<file path="src/rtl/nvm_fe_pkg.sv">
package nvm_fe_pkg;

   typedef enum logic [2:0] {
      OP_RESET   = 3'd0,
      OP_STANDBY = 3'd1,
      OP_DISABLE = 3'd2,
      OP_READ    = 3'd3,
      OP_WRITE   = 3'd4,
      OP_INVALID = 3'd5
   } bus_op_e;

   // Base pattern for lane k of the stand-in array: 8'h5A + k*8'h69
   localparam logic [7:0] STUB_SEED = 8'h5A;
   localparam logic [7:0] STUB_STEP = 8'h69;

endpackage

</file>
<file path="src/rtl/nvm_op_decode.sv">
module nvm_op_decode
   import nvm_fe_pkg::*;
(
   input  logic    ce_n,
   input  logic    oe_n,
   input  logic    we_n,
   input  logic    hw_rst_n,
   output bus_op_e op
);
   // Priority: reset pin, then chip enable, then the strobes
   always_comb begin
      if (!hw_rst_n)
         op = OP_RESET;
      else if (ce_n)
         op = OP_STANDBY;
      else if (oe_n)
         op = we_n ? OP_DISABLE : OP_WRITE;
      else
         op = we_n ? OP_READ : OP_INVALID;
   end
endmodule

</file>
<file path="src/rtl/nvm_array_stub.sv">
module nvm_array_stub
   import nvm_fe_pkg::*;
#(
   parameter int DATA_W = 16,
   parameter int IDX_W  = 4
) (
   input  logic [IDX_W-1:0]  idx,
   output logic [DATA_W-1:0] word
);
   localparam int LANES = DATA_W / 8;

   logic [7:0] idx8;
   assign idx8 = 8'(idx);

   for (genvar k = 0; k < LANES; k++) begin : g_lane
      localparam logic [7:0] LANE_KEY = 8'(STUB_SEED + STUB_STEP * k);
      assign word[8*k +: 8] = idx8 ^ LANE_KEY;
   end
endmodule

</file>
<file path="src/rtl/nvm_lane_steer.sv">
module nvm_lane_steer #(
   parameter int DATA_W        = 16,
   parameter bit HAS_BYTE_MODE = 1'b1
) (
   input  logic [DATA_W-1:0] word,
   input  logic              drive,
   input  logic              byte_mode,
   input  logic              byte_sel,
   output logic [DATA_W-1:0] data,
   output logic [DATA_W-1:0] oe
);
   localparam int HALF_W = DATA_W / 2;

   if (HAS_BYTE_MODE) begin : g_dual
      always_comb begin
         data = '0;
         oe   = '0;
         if (drive) begin
            if (byte_mode) begin
               data[HALF_W-1:0] = byte_sel ? word[DATA_W-1:HALF_W]
                                           : word[HALF_W-1:0];
               oe[HALF_W-1:0]   = '1;
            end else begin
               data = word;
               oe   = '1;
            end
         end
      end
   end else begin : g_word_only
      logic unused_sel;
      assign unused_sel = byte_mode ^ byte_sel;
      assign data = drive ? word : '0;
      assign oe   = drive ? '1 : '0;
   end
endmodule

</file>
<file path="src/rtl/nvm_cmd_capture.sv">
module nvm_cmd_capture
   import nvm_fe_pkg::*;
#(
   parameter int WORD_ADDR_W = 19,
   parameter int DATA_W      = 16
) (
   input  logic                 clk,
   input  logic                 por_n,
   input  bus_op_e              op,
   input  logic                 byte_mode,
   input  logic [WORD_ADDR_W-1:0] addr,
   input  logic [DATA_W-1:0]    dq_in,
   output logic                 cmd_valid,
   output logic [WORD_ADDR_W:0] cmd_addr,
   output logic [DATA_W-1:0]    cmd_data,
   output logic                 cmd_seen
);
   localparam int HALF_W = DATA_W / 2;

   logic wr_now, wr_prev, wr_first;

   assign wr_now   = (op == OP_WRITE);
   assign wr_first = wr_now && !wr_prev;

   always_ff @(posedge clk or negedge por_n) begin
      if (!por_n) begin
         wr_prev   <= 1'b0;
         cmd_valid <= 1'b0;
         cmd_addr  <= '0;
         cmd_data  <= '0;
         cmd_seen  <= 1'b0;
      end else begin
         wr_prev   <= wr_now;
         cmd_valid <= wr_first;
         if (wr_first) begin
            if (byte_mode) begin
               cmd_addr <= {addr, dq_in[DATA_W-1]};
               cmd_data <= {{HALF_W{1'b0}}, dq_in[HALF_W-1:0]};
            end else begin
               cmd_addr <= {1'b0, addr};
               cmd_data <= dq_in;
            end
         end
         if (op == OP_RESET)
            cmd_seen <= 1'b0;
         else if (wr_first)
            cmd_seen <= 1'b1;
      end
   end
endmodule

</file>
<file path="src/rtl/nvm_bus_front.sv">
module nvm_bus_front
   import nvm_fe_pkg::*;
#(
   parameter int WORD_ADDR_W   = 19,
   parameter int DATA_W        = 16,
   parameter int STUB_DEPTH    = 16,
   parameter bit HAS_BYTE_MODE = 1'b1
) (
   input  logic                   clk,
   input  logic                   por_n,
   input  logic                   ce_n,
   input  logic                   oe_n,
   input  logic                   we_n,
   input  logic                   hw_rst_n,
   input  logic                   wide_mode,
   input  logic [WORD_ADDR_W-1:0] addr,
   input  logic [DATA_W-1:0]      dq_in,
   output logic [DATA_W-1:0]      dq_out,
   output logic [DATA_W-1:0]      dq_oe,
   output logic                   cmd_valid,
   output logic [WORD_ADDR_W:0]   cmd_addr,
   output logic [DATA_W-1:0]      cmd_data,
   output logic                   cmd_seen
);
   localparam int IDX_W = (STUB_DEPTH > 1) ? $clog2(STUB_DEPTH) : 1;

   if (DATA_W != 16) begin : g_bad_data_w
      $error("nvm_bus_front: DATA_W must be 16");
   end
   if (STUB_DEPTH < 2 || STUB_DEPTH > 256 || (STUB_DEPTH & (STUB_DEPTH - 1)) != 0) begin : g_bad_depth
      $error("nvm_bus_front: STUB_DEPTH must be a power of two in 2..256");
   end
   if (IDX_W > WORD_ADDR_W) begin : g_bad_addr_w
      $error("nvm_bus_front: WORD_ADDR_W too small for STUB_DEPTH");
   end

   bus_op_e          op;
   logic             byte_mode;
   logic [DATA_W-1:0] stub_word, steer_data, steer_oe;

   assign byte_mode = HAS_BYTE_MODE && !wide_mode;

   nvm_op_decode u_decode (
      .ce_n     (ce_n),
      .oe_n     (oe_n),
      .we_n     (we_n),
      .hw_rst_n (hw_rst_n),
      .op       (op)
   );

   nvm_array_stub #(.DATA_W(DATA_W), .IDX_W(IDX_W)) u_stub (
      .idx  (addr[IDX_W-1:0]),
      .word (stub_word)
   );

   nvm_lane_steer #(.DATA_W(DATA_W), .HAS_BYTE_MODE(HAS_BYTE_MODE)) u_steer (
      .word      (stub_word),
      .drive     (op == OP_READ),
      .byte_mode (byte_mode),
      .byte_sel  (dq_in[DATA_W-1]),
      .data      (steer_data),
      .oe        (steer_oe)
   );

   nvm_cmd_capture #(.WORD_ADDR_W(WORD_ADDR_W), .DATA_W(DATA_W)) u_cmd (
      .clk       (clk),
      .por_n     (por_n),
      .op        (op),
      .byte_mode (byte_mode),
      .addr      (addr),
      .dq_in     (dq_in),
      .cmd_valid (cmd_valid),
      .cmd_addr  (cmd_addr),
      .cmd_data  (cmd_data),
      .cmd_seen  (cmd_seen)
   );

   always_ff @(posedge clk or negedge por_n) begin
      if (!por_n) begin
         dq_oe  <= '0;
         dq_out <= '0;
      end else begin
         dq_oe  <= steer_oe;
         dq_out <= steer_data;
      end
   end
endmodule

</file>
<file path="config.mk">
export PLATFORM = sky130hd
export DESIGN_NAME = nvm_bus_front
export DESIGN_NICKNAME = d
export VERILOG_FILES = /design/src/rtl/nvm_fe_pkg.sv /design/src/rtl/nvm_op_decode.sv /design/src/rtl/nvm_array_stub.sv /design/src/rtl/nvm_lane_steer.sv /design/src/rtl/nvm_cmd_capture.sv /design/src/rtl/nvm_bus_front.sv
export SDC_FILE = /design/constraint.sdc
export NUM_CORES = 1
export LEC_CHECK = 0
export ABC_CLOCK_PERIOD_IN_PS = 1300
export BUFFER_PORTS_ARGS = -buffer_cell sky130_fd_sc_hd__buf_2
export CAP_MARGIN = 20
export CELL_PAD_IN_SITES_DETAIL_PLACEMENT = 0
export CELL_PAD_IN_SITES_GLOBAL_PLACEMENT = 1
export CORE_AREA = 2 2 71 140
export CTS_CLUSTER_DIAMETER = 60
export DETAILED_ROUTE_END_ITERATION = 16
export DIE_AREA = 0 0 73 142
export GPL_TIMING_DRIVEN = 0
export PLACE_DENSITY = 0.82
export RECOVER_POWER = 100
export SLEW_MARGIN = 10
export SYNTH_ARGS = -nofsm -noshare
export SYNTH_HDL_FRONTEND = slang
export SYNTH_HIERARCHICAL = 1
export SYNTH_SLANG_ARGS = --single-unit
</file>
<file path="constraint.sdc">
create_clock -name clk -period 1.3 [get_ports clk]
set_input_delay 0.195 -clock clk [delete_from_list [all_inputs] [get_ports clk]]
set_output_delay 0.195 -clock clk [all_outputs]
set_load 0.01 [all_outputs]
</file>
## After elaboration in Yosys (flattened, before gate mapping)

Index checks and enable logic that the tools add are counted.
W data, S select, Z words.

| word-level totals | value |
|---|---|
| flip-flop bits (word level) | 71 |
| output and inout bits | 70 |
| input port bits | 42 |

| cells by class | value |
|---|---|
| equal/unequal tests | 2 |
| reductions and logical operators | 4 |
| muxes and demuxes | 15 |
| bitwise logic cells | 2 |

Operators with widths:

| kind | number |
|---|---|
| $mux W16 | 3 |
| $mux W8 | 4 |
| $mux W20 | 1 |
| $mux W3 | 5 |
| $not A2 Y4 | 2 |
| $eq A3 B2 Y1 const B | 1 |
| $eq A3 B3 Y1 const B | 1 |
| $logic_not A3 Y1 | 1 |
| $mux W1 | 2 |
| $reduce_bool A2 Y1 | 1 |
| $logic_and A1 B1 Y1 | 1 |
| $logic_not A1 Y1 | 1 |

## Depth between registers and ports, before layout

Gate-level depths: netlist of run 1.

| depth | value |
|---|---|
| depth in word-level cells | 8 |
| gate-level depth with buffers | 7 |
| depth with buffers taken out | 5 |

## By module

The synthesis of run 1 kept the hierarchy.

Modules (own cells, without submodules):

| module | sequential area each (µm²) | area each (µm²) | cells each | times used |
|---|---|---|---|---|
| nvm_cmd_capture | 975.9 | 1,895.6 | 115 | 1 |
| nvm_bus_front | 800.8 | 813.3 | 34 | 1 |
| nvm_lane_steer | 0.0 | 392.9 | 55 | 1 |
| nvm_array_stub | 0.0 | 116.4 | 18 | 1 |
| nvm_op_decode | 0.0 | 30.0 | 4 | 1 |

## Least setup slack after synthesis of run 1

Ideal clock, no wire load.

| path | value |
|---|---|
| kind | in2reg |
| start point | input port hw_rst_n |
| end point | register u_cmd.cmd_addr[0] |
| setup time | 125 ps |
| required time | 1,175 ps |
| buffers on the path | 2 |
| stages | 5 |
| setup slack | -154 ps |
| data arrival time | 1,329 ps |
| cell sequence | and3_1 -> nor4b_2 -> buf_6 -> buf_12 -> mux2_4 |

| between the ends | value |
|---|---|
| longest elaborated chain between the ends | 3 |

RTL lines:

| element | RTL line | source |
|---|---|---|
| start, declared | nvm_bus_front.sv:14 | `input logic hw_rst_n,` |
| $mux W3 | nvm_op_decode.sv:12 | `if (!hw_rst_n)` |
| $eq A3 B3 Y1 | nvm_cmd_capture.sv:22 | `assign wr_now = (op == OP_WRITE);` |
| $logic_and A1 B1 Y1 | nvm_cmd_capture.sv:23 | `assign wr_first = wr_now && !wr_prev;` |
| end signal, assigned | nvm_cmd_capture.sv:37 | `cmd_addr <= {addr, dq_in[DATA_W-1]};` |
| end signal, assigned | nvm_cmd_capture.sv:40 | `cmd_addr <= {1'b0, addr};` |
| end, declared | nvm_cmd_capture.sv:14 | `output logic [WORD_ADDR_W:0] cmd_addr,` |

No other way between the ends.
A chain may end at the register's enable or synchronous reset.

## Worst setup path in the final report of run 1

| path | value |
|---|---|
| start point | register u_cmd.wr_prev |
| end point | register u_cmd.cmd_data[10] |

| between the ends | value |
|---|---|
| longest elaborated chain between the ends | 2 |

RTL lines:

| element | RTL line | source |
|---|---|---|
| start, declared | nvm_cmd_capture.sv:20 | `logic wr_now, wr_prev, wr_first;` |
| start signal, assigned | nvm_cmd_capture.sv:33 | `wr_prev <= wr_now;` |
| $logic_not A1 Y1 | nvm_cmd_capture.sv:23 |  |
| $logic_and A1 B1 Y1 | nvm_cmd_capture.sv:23 |  |
| end signal, assigned | nvm_cmd_capture.sv:38 | `cmd_data <= {{HALF_W{1'b0}}, dq_in[HALF_W-1:0]};` |
| end signal, assigned | nvm_cmd_capture.sv:41 | `cmd_data <= dq_in;` |
| end, declared | nvm_cmd_capture.sv:15 | `output logic [DATA_W-1:0] cmd_data,` |

No other way between the ends.

==> flow_summary.json, run 1 <==
{
  "ys_seq_elements": 71,
  "io_buffers": 111,
  "min_path_type": "in -> reg",
  "core_mm2": 0.00932,
  "crit_path_max_fanout": 10,
  "required_ns": 1.51,
  "p_switching_mw": 1.61,
  "fin_ws_ns": -0.122,
  "powerDensity_mw_per_mm2": 1490,
  "globalRouteOverflowTotal": 0,
  "slew_headroom_pct": 44.3,
  "drtAntennaViolNets": 0,
  "remaining_drc_errors": 0,
  "vias": 2087,
  "fin_nets": 403,
  "cts_htree_levels": 3,
  "die_area_mm2": 0.0104,
  "met3WireLength_um": 270,
  "setup_viol": 36,
  "drive_gt1_share_pct": 66.1,
  "grt_pass1_vias": 2190,
  "die_x_um": 73,
  "dp_hpwl_um": 5090,
  "viasPerCell": 4.44,
  "start_kind": "flip-flop",
  "cts.clk_slew.worst_paths_ns": 0.06,
  "wirelength_met1_um": 2580,
  "clock_path_buffers": 2,
  "antenna_cells": 0,
  "p_clk_share_pct": 39.1,
  "synth_edf_count": 0,
  "final_cell_mix": "buf_2 (110), dfrtp_1 (71), buf_4 (34), mux2_4 (34), mux2_2 (19)",
  "vdd_drop_max_mv": 0.708,
  "crit_arrival_ns": 1.63,
  "p_int_mw": 4.94,
  "initial_core_util_pct": 34.8,
  "fin_crit_sh_pct": 109,
  "power_frac_seq_pct": 40.9,
  "std_cell_rows": 50,
  "max_cap_viol_count": 0,
  "grt_usage_pct": 13.9,
  "worst-setup-path-type": "reg -> reg",
  "numCtsBuffers": 9,
  "cts_tree": "done",
  "placed_cell_area_mm2": 0.00398,
  "drt-wirelength-per-cell_um": 14.6,
  "finalWeightedCongestion": 0.703,
  "cts_num_sinks": 71,
  "status": "finished with violations",
  "first_pass_iters": 4,
  "ys_types": 26,
  "top_layer_used": "met4",
  "yosys_warnings": 6,
  "async_flop_share_pct": 100,
  "design_area_mm2": 0.00440,
  "period_minus_slack_ns": 1.42,
  "insertion_delay_ns": 0.32,
  "rsz0062_at_grt": "true",
  "power_switching_share_pct": 24.6,
  "grt_pass1_wl_um": 10900,
  "area_growth_pct": 35.5,
  "wl_met2_um": 3810,
  "holdWs_ns": 0.0981,
  "ys_seq_area_share_pct": 54.7,
  "fin_util_pct": 47.2,
  "antenna_found_initial": 0,
  "die_h_um": 142,
  "synthFlopType": "dfrtp_1",
  "maxSlewViolCount": 0,
  "postSynthAreaPerCell_um2": 14.4,
  "cts_root_buf": "clkbuf_16",
  "power_mw": 6.54,
  "io_pins": 112,
  "grt_start_max_net_pins": 40,
  "comb_power_share_pct": 20.0,
  "fin_skew_ns": 0.00574,
  "placedCellCount": 448,
  "wl_um": 6850,
  "hold_viol": 0,
  "cp-end-kind": "flip-flop",
  "drt_iter0_markers": 64,
  "final_common_cell": "buf_2",
  "violations": "setup timing",
  "power_leakage_nw": 2.34,
  "syn_inst": 226,
  "final_cells": 470,
  "worstMarginPinSlew_ns": 0.835,
  "netlist_area_mm2": 0.00325,
  "max_freq_mhz": 703
}
synthesized netlist by cell type, types with 2 or more instances:
cell | count | area [um2]
and2_1 | 8 | 50.1
buf_12 | 3 | 60.1
buf_4 | 30 | 225
buf_6 | 7 | 78.8
conb_1 | 2 | 7.51
dfrtp_1 | 71 | 1780
inv_1 | 6 | 22.5
mux2_2 | 25 | 282
mux2_4 | 28 | 420
nand2_1 | 9 | 33.8
nand4_1 | 8 | 50.1
nor2b_1 | 8 | 50.1
o21ai_2 | 8 | 70.1
worst max-delay path, stage by stage, from the launching register on:
cell and delay (ns):
dfrtp_1 0.40, nor4b_4 0.23, buf_6 0.20, buf_12 0.16, mux2_4 0.31
final cells by class:
type	instances	area (um2)
Fill cell	824	4920
Sequential cell	71	1780
Multi-Input combinational cell	114	1150
Timing Repair Buffer	118	636
Buffer	41	372
Clock buffer	9	225
Tap cell	104	130
Clock inverter	7	87.6
Inverter	6	22.5
sequential cells by signal (all words and copies together), names as in the netlist:
signal,count
dq_out,16
u_cmd/cmd_valid,1
u_cmd/cmd_seen,1
dq_oe,16
u_cmd/wr_prev,1
u_cmd/cmd_addr,20
u_cmd/cmd_data,16
per-layer routing:
layer  vias up  global-route usage, %
met4         0                   7.50
li1        991                      -
met2        64                   24.2
met1      1020                   15.0
met5         -                      0
met3        12                   3.33
cells by family (layout without fill, tap and decap cells):
family                 Yosys count  count (layout)  synth area share, %
AND/OR/NAND/NOR                 41              41                 8.05
AO/OA/AOI/OAI                   10              10                 2.70
flip-flops                      71              71                 54.7
buffers and inverters           47             181                 12.1
other                            2               8                0.231
multiplexers                    55              55                 22.3
power by group through the flow:
stage / Sequential [mW] / Combinational [mW] / Clock, mW
6_report: 2.68 / 1.31 / 2.55
5_1_grt: 2.72 / 1.41 / 2.72
4_1_cts: 2.68 / 1.31 / 2.62
3_5_place_dp: 2.71 / 1.27 / 0
3_3_place_gp: 2.70 / 1.24 / 0
2_1_floorplan: 2.85 / 0.581 / 0
repair_timing:
action / CTS / global route
hold buffers: 1 / 0
setup endpoints to repair: 53 / 41
endpoints found under the hold margin: 32 / 0
resized for setup: 5 / 6
pin swaps: 1 / 0
setup buffers: 4 / 1
per-stage QoR:
step,TNS [ns],worst slack [ns]
after floorplan,-3.43,-0.108
after global placement,-40.10,-0.360
after detailed placement,-18.55,-0.364
after CTS,-4.63,-0.151
after global routing,-9.40,-0.183
final,-3.63,-0.122
path summary, 6_finish.rpt:
path	slack, ns	depth (start not counted)	startpoint	to
worst max-delay path	-0.12	4	u_cmd/wr_prev$_DFF_PN0_	u_cmd/cmd_data[10]$_DFFE_PN0P_
worst min-delay path	0.1	2	dq_in[4]	u_cmd/cmd_data[4]$_DFFE_PN0P_
worst max register to register	-0.12	4	u_cmd/wr_prev$_DFF_PN0_	u_cmd/cmd_data[10]$_DFFE_PN0P_
worst min register to register	0.50	1	u_cmd/cmd_data[15]$_DFFE_PN0P_	u_cmd/cmd_data[15]$_DFFE_PN0P_
max in group asynchronous	0.10	3	por_n	u_cmd/cmd_addr[0]$_DFFE_PN0P_
min in group asynchronous	0.51	2	por_n	dq_oe[2]$_DFF_PN0_
Note: power is estimated with default switching activity, not from simulation.
==> inputs of run 2 (changes only) <==
--- a/config.mk
+++ b/config.mk
@@ -10,10 +10,10 @@
 export CAP_MARGIN = 20
 export CELL_PAD_IN_SITES_DETAIL_PLACEMENT = 0
 export CELL_PAD_IN_SITES_GLOBAL_PLACEMENT = 1
-export CORE_AREA = 2 2 71 140
+export CORE_AREA = 10 10 79 148
 export CTS_CLUSTER_DIAMETER = 60
 export DETAILED_ROUTE_END_ITERATION = 16
-export DIE_AREA = 0 0 73 142
+export DIE_AREA = 0 0 89 158
 export GPL_TIMING_DRIVEN = 0
 export PLACE_DENSITY = 0.82
 export RECOVER_POWER = 100
==> flow_summary.json, run 2 (same netlist as run 1, synthesis figures left out) <==
{
  "cts_num_sinks": 71,
  "globalRouteOverflowTotal": 0,
  "area_growth_pct": 32.9,
  "io_pins": 112,
  "clock_path_buffers": 2,
  "cts.clk_slew.worst_paths_ns": 0.06,
  "remaining_drc_errors": 0,
  "viasPerCell": 4.34,
  "p_int_mw": 4.85,
  "largest_reg_flops": 20,
  "core_mm2": 0.00932,
  "critPathLaunch": "u_cmd/wr_prev$_DFF_PN0_",
  "finalWeightedCongestion": 0.742,
  "std_cell_rows": 50,
  "die_h_um": 158,
  "p_switching_mw": 1.64,
  "fin_util_pct": 46.3,
  "drt_iter0_markers": 65,
  "period_minus_slack_ns": 1.45,
  "cts_root_buf": "clkbuf_16",
  "hold_viol": 0,
  "max_freq_mhz": 692,
  "io_buffers": 111,
  "die_area_mm2": 0.0141,
  "antenna_found_initial": 0,
  "drive_gt1_share_pct": 46.6,
  "drt-wirelength-per-cell_um": 16.2,
  "dp_hpwl_um": 5920,
  "max_cap_viol_count": 0,
  "start_kind": "flip-flop",
  "fin_crit_sh_pct": 111,
  "numCtsBuffers": 9,
  "grt_usage_pct": 11.3,
  "min-delay-start": "dq_in[2]",
  "p_clk_share_pct": 39.9,
  "final_cell_mix": "clkbuf_1 (72), dfrtp_1 (71), buf_2 (40)",
  "die_x_um": 89,
  "power_leakage_nw": 2.07,
  "power_frac_seq_pct": 41.3,
  "pre_cts_slack_ns": -0.362,
  "status": "finished with violations",
  "grt_pass1_wl_um": 11900,
  "antenna_cells": 0,
  "grt_pass1_vias": 2273,
  "cts_htree_levels": 3,
  "comb_power_share_pct": 18.8,
  "drtAntennaViolNets": 0,
  "power_switching_share_pct": 25.2,
  "min_path_type": "in -> reg",
  "worstMarginPinSlew_ns": 0.800,
  "crit_path_max_fanout": 10,
  "setup_viol": 36,
  "initial_core_util_pct": 34.8,
  "powerDensity_mw_per_mm2": 1500,
  "r2r_start": "u_cmd/wr_prev$_DFF_PN0_",
  "slew_headroom_pct": 46.7,
  "fin_ws_ns": -0.145,
  "fin_skew_ns": 0.00477,
  "cts_tree": "done",
  "regToRegSetupSlack_ns": -0.15,
  "worst-setup-path-type": "reg -> reg",
  "insertion_delay_ns": 0.33,
  "cp-end-kind": "flip-flop",
  "wl_um": 7640,
  "first_pass_iters": 4,
  "rsz0062_at_grt": "true",
  "vdd_drop_max_mv": 0.942,
  "crit_arrival_ns": 1.66,
  "maxSlewViolCount": 0,
  "violations": "setup timing",
  "final_common_cell": "clkbuf_1",
  "fin_nets": 406,
  "regMostFlops": "u_cmd/cmd_addr",
  "grt_start_max_net_pins": 61,
  "required_ns": 1.51,
  "vias": 2053
}
==> run 2: cell count changes in the layout (fill, tap and decap cells not counted), moves of 3 or more <==
| cell | delta |
|---|---|
| clkbuf_4 | +5 |
| mux2_4 | -5 |
| buf_4 | -4 |
| clkbuf_1 | +72 |
| mux2_2 | +5 |
| buf_2 | -70 |
| clkinv_2 | -3 |
==> run 2: final cells by class <==
cell class / instances / area [um2]
Sequential cell: 71 / 1780
Timing Repair Buffer: 121 / 568
Clock buffer: 9 / 225
Fill cell: 876 / 5000
Tap cell: 104 / 130
Clock inverter: 7 / 97.6
Multi-Input combinational cell: 114 / 1130
Inverter: 6 / 22.5
Buffer: 41 / 365
==> run 2: path summary, 6_finish.rpt <==
kind	cells after the start	end
min in group asynchronous	2	dq_out[5]$_DFF_PN0_
max in group asynchronous	3	u_cmd/cmd_addr[9]$_DFFE_PN0P_
worst max-delay path	4	u_cmd/cmd_data[12]$_DFFE_PN0P_
worst max register to register	4	u_cmd/cmd_data[12]$_DFFE_PN0P_
worst min register to register	1	u_cmd/cmd_addr[15]$_DFFE_PN0P_
worst min-delay path	2	u_cmd/cmd_data[2]$_DFFE_PN0P_
==> run 2: power groups by stage <==
stage                     registers [mW]  logic, mW  clock network, mW
after floorplan                     2.85      0.581                  0
after global routing                2.72       1.32               2.76
after CTS                           2.68       1.33               2.67
final                               2.68       1.22               2.59
after detailed placement            2.71       1.31                  0
after global placement              2.69       1.28                  0
==> run 2: timing repair <==
action / in CTS / in global routing
buffers inserted: 7 / 0
gates cloned: 1 / 0
hold buffers: 1 / 0
setup endpoints to repair: 42 / 52
resized for setup: 1 / 9
pin swaps: 1 / 0
hold endpoints to repair: 11 / 0
==> run 2: through the flow <==
step | hold WS [ns] | cells | cell area (um2) | power, mW | TNS [ns]
after floorplan | -0.101 | 232 | 3280 | 3.43 | -3.43
after global placement | 0.428 | 447 | 3960 | 3.97 | -39.46
after detailed placement | 0.0561 | 448 | 3990 | 4.02 | -18.35
after CTS | 0.0764 | 473 | 4390 | 6.67 | -4.82
after global routing | 0.0763 | 473 | 4320 | 6.80 | -12.93
final | 0.0926 | 473 | 4320 | 6.48 | -4.38
==> run 2: worst max-delay path, stage by stage, from the launching register on <==
cell and delay (ns):
dfrtp_1 0.41, nor4b_4 0.26, buf_6 0.19, buf_12 0.15, mux2_4 0.31
==> run 2: metal layers <==
metal  share of wire, %  vias to the layer above  global-route usage [%]
met2                 58                       57                    20.6
met4                2.1                        0                    5.72
li1                   -                     1006                       -
met1                 35                      983                    11.2
met5                  0                        -                       0
met3                5.4                        7                    3.19
==> inputs of run 3 (changes only) <==
--- a/config.mk
+++ b/config.mk
@@ -15,7 +15,7 @@
 export DETAILED_ROUTE_END_ITERATION = 16
 export DIE_AREA = 0 0 89 158
 export GPL_TIMING_DRIVEN = 0
-export PLACE_DENSITY = 0.82
+export PLACE_DENSITY = 0.72
 export RECOVER_POWER = 100
 export SLEW_MARGIN = 10
 export SYNTH_ARGS = -nofsm -noshare
==> flow_summary.json, run 3 (same netlist as run 1, synthesis figures left out) <==
{
  "core_mm2": 0.00932,
  "globalRouteOverflowTotal": 0,
  "min-delay-start": "dq_in[5]",
  "hold_depth": 2,
  "max_freq_mhz": 688,
  "vias": 2087,
  "drt-wirelength-per-cell_um": 16.4,
  "drt_iter0_markers": 41,
  "grt_pass1_vias": 2303,
  "remaining_drc_errors": 0,
  "std_cell_rows": 50,
  "cts.clk_slew.worst_paths_ns": 0.06,
  "power_leakage_nw": 2.09,
  "crit_arrival_ns": 1.67,
  "final_common_cell": "clkbuf_1",
  "wl_um": 7770,
  "io_pins": 112,
  "holdPathEnd": "u_cmd/cmd_data[5]$_DFFE_PN0P_",
  "vdd_drop_max_mv": 0.773,
  "cts_root_buf": "clkbuf_16",
  "first_pass_iters": 4,
  "die_h_um": 158,
  "setup_viol": 36,
  "regMostFlops": "u_cmd/cmd_addr",
  "rsz0062_at_grt": "true",
  "clock_path_buffers": 2,
  "final_cell_mix": "clkbuf_1 (73), dfrtp_1 (71), buf_2 (39)",
  "start_kind": "flip-flop",
  "status": "finished with violations",
  "ff2ff_path_depth": 4,
  "final_cells": 474,
  "drtAntennaViolNets": 0,
  "cts_tree": "done",
  "antenna_cells": 0,
  "area_growth_pct": 33.4,
  "regToRegSetupSlack_ns": -0.15,
  "antenna_found_initial": 0,
  "crit_path_max_fanout": 10,
  "die_x_um": 89,
  "grt_usage_pct": 11.2,
  "cp-end-kind": "flip-flop",
  "numCtsBuffers": 9,
  "design_area_mm2": 0.00433,
  "placed_cell_area_mm2": 0.00399,
  "fin_nets": 407,
  "dp_hpwl_um": 5900,
  "finalSetupTns_ns": -4.55,
  "pre_cts_slack_ns": -0.372,
  "fin_ws_ns": -0.154,
  "required_ns": 1.51,
  "r2r_start": "u_cmd/wr_prev$_DFF_PN0_",
  "fin_crit_sh_pct": 112,
  "drive_gt1_share_pct": 46.5,
  "violations": "setup timing",
  "cts_htree_levels": 3,
  "r2r_end": "u_cmd/cmd_data[13]$_DFFE_PN0P_",
  "insertion_delay_ns": 0.33,
  "io_buffers": 111,
  "powerDensity_mw_per_mm2": 1490,
  "placedCellCount": 448,
  "period_minus_slack_ns": 1.45,
  "initial_core_util_pct": 34.8,
  "fin_skew_ns": 0.00754,
  "grt_start_max_net_pins": 58,
  "grt_pass1_wl_um": 11800,
  "worst-setup-path-type": "reg -> reg",
  "viasPerCell": 4.40,
  "max_cap_viol_count": 0,
  "hold_viol": 0,
  "finalWeightedCongestion": 0.702,
  "min_path_type": "in -> reg",
  "die_area_mm2": 0.0141,
  "maxSlewViolCount": 0,
  "largest_reg_flops": 20,
  "cts_num_sinks": 71
}
[run 3: changes by cell type in the layout (fill, tap and decap cells not counted), sizes merged]
| cell | before | now |
|---|---|---|
| bufinv | 2 | 1 |
| clkinv | 3 | 1 |
| inv | 6 | 7 |
| clkinvlp | 2 | 1 |
| clkbuf | 88 | 91 |
| buf | 82 | 83 |
[run 3: where the power goes]
part | switching (mW) | total [mW] | internal, mW
Combinational | 0.563 | 1.23 | 0.667
Clock | 0.912 | 2.56 | 1.64
Sequential | 0.166 | 2.68 | 2.52
Total | 1.64 | 6.47 | 4.83
[run 3: layout make-up]
cell class / count / area (um2)
clock buffer: 12 / 267
multi-input combinational: 114 / 1150
timing repair buffer: 122 / 558
clock inverter: 4 / 51.3
sequential: 71 / 1780
fill: 887 / 4990
buffer: 41 / 375
tap: 104 / 130
inverter: 6 / 22.5
[run 3: how the worst max path moves through the flow]
stage	from	endpoint	slack, ns	depth (start not counted)
global placement	por_n	u_cmd/cmd_data[7]$_DFFE_PN0P_	-0.36	1
finish	u_cmd/wr_prev$_DFF_PN0_	u_cmd/cmd_data[13]$_DFFE_PN0P_	-0.15	4
detailed placement	ce_n	u_cmd/cmd_addr[9]$_DFFE_PN0P_	-0.37	6
global route	u_cmd/wr_prev$_DFF_PN0_	u_cmd/cmd_addr[7]$_DFFE_PN0P_	-0.20	4
CTS	u_cmd/wr_prev$_DFF_PN0_	u_cmd/cmd_addr[18]$_DFFE_PN0P_	-0.16	4
floorplan	u_cmd/wr_prev$_DFF_PN0_	u_cmd/cmd_addr[0]$_DFFE_PN0P_	-0.11	4
[run 3: what timing repair did]
action / 4_1_cts / 5_1_grt
resized for setup: 9 / 9
hold buffers: 1 / 0
setup endpoints to repair: 36 / 55
hold endpoints to repair: 14 / 0
cloned: 1 / 0
setup buffers: 4 / 5
pin swaps: 2 / 1
[run 3: worst max-delay path, stage by stage, from the launching register on]
cell and delay, ns:
dfrtp_1 0.41, nor4b_4 0.26, buf_6 0.19, buf_12 0.16
mux2_4 0.31
[run 3: layer usage]
metal | share of wire [%] | track usage, % | vias up
met5 | 0 | 0 | -
met4 | 2.0 | 6.63 | 0
li1 | - | - | 1000
met2 | 55 | 19.9 | 71
met1 | 35 | 11.1 | 1004
met3 | 8.3 | 2.93 | 12
[run 3: metrics by stage]
stage          power [mW]  hold slack (ns)  util [%]
2_1_floorplan        3.43           -0.101         -
3_3_place_gp         3.97            0.427      42.5
5_1_grt              6.78           0.0917      46.5
4_1_cts              6.65           0.0785      47.1
3_5_place_dp         4.01           0.0744      42.8
6_report             6.47           0.0926      46.5
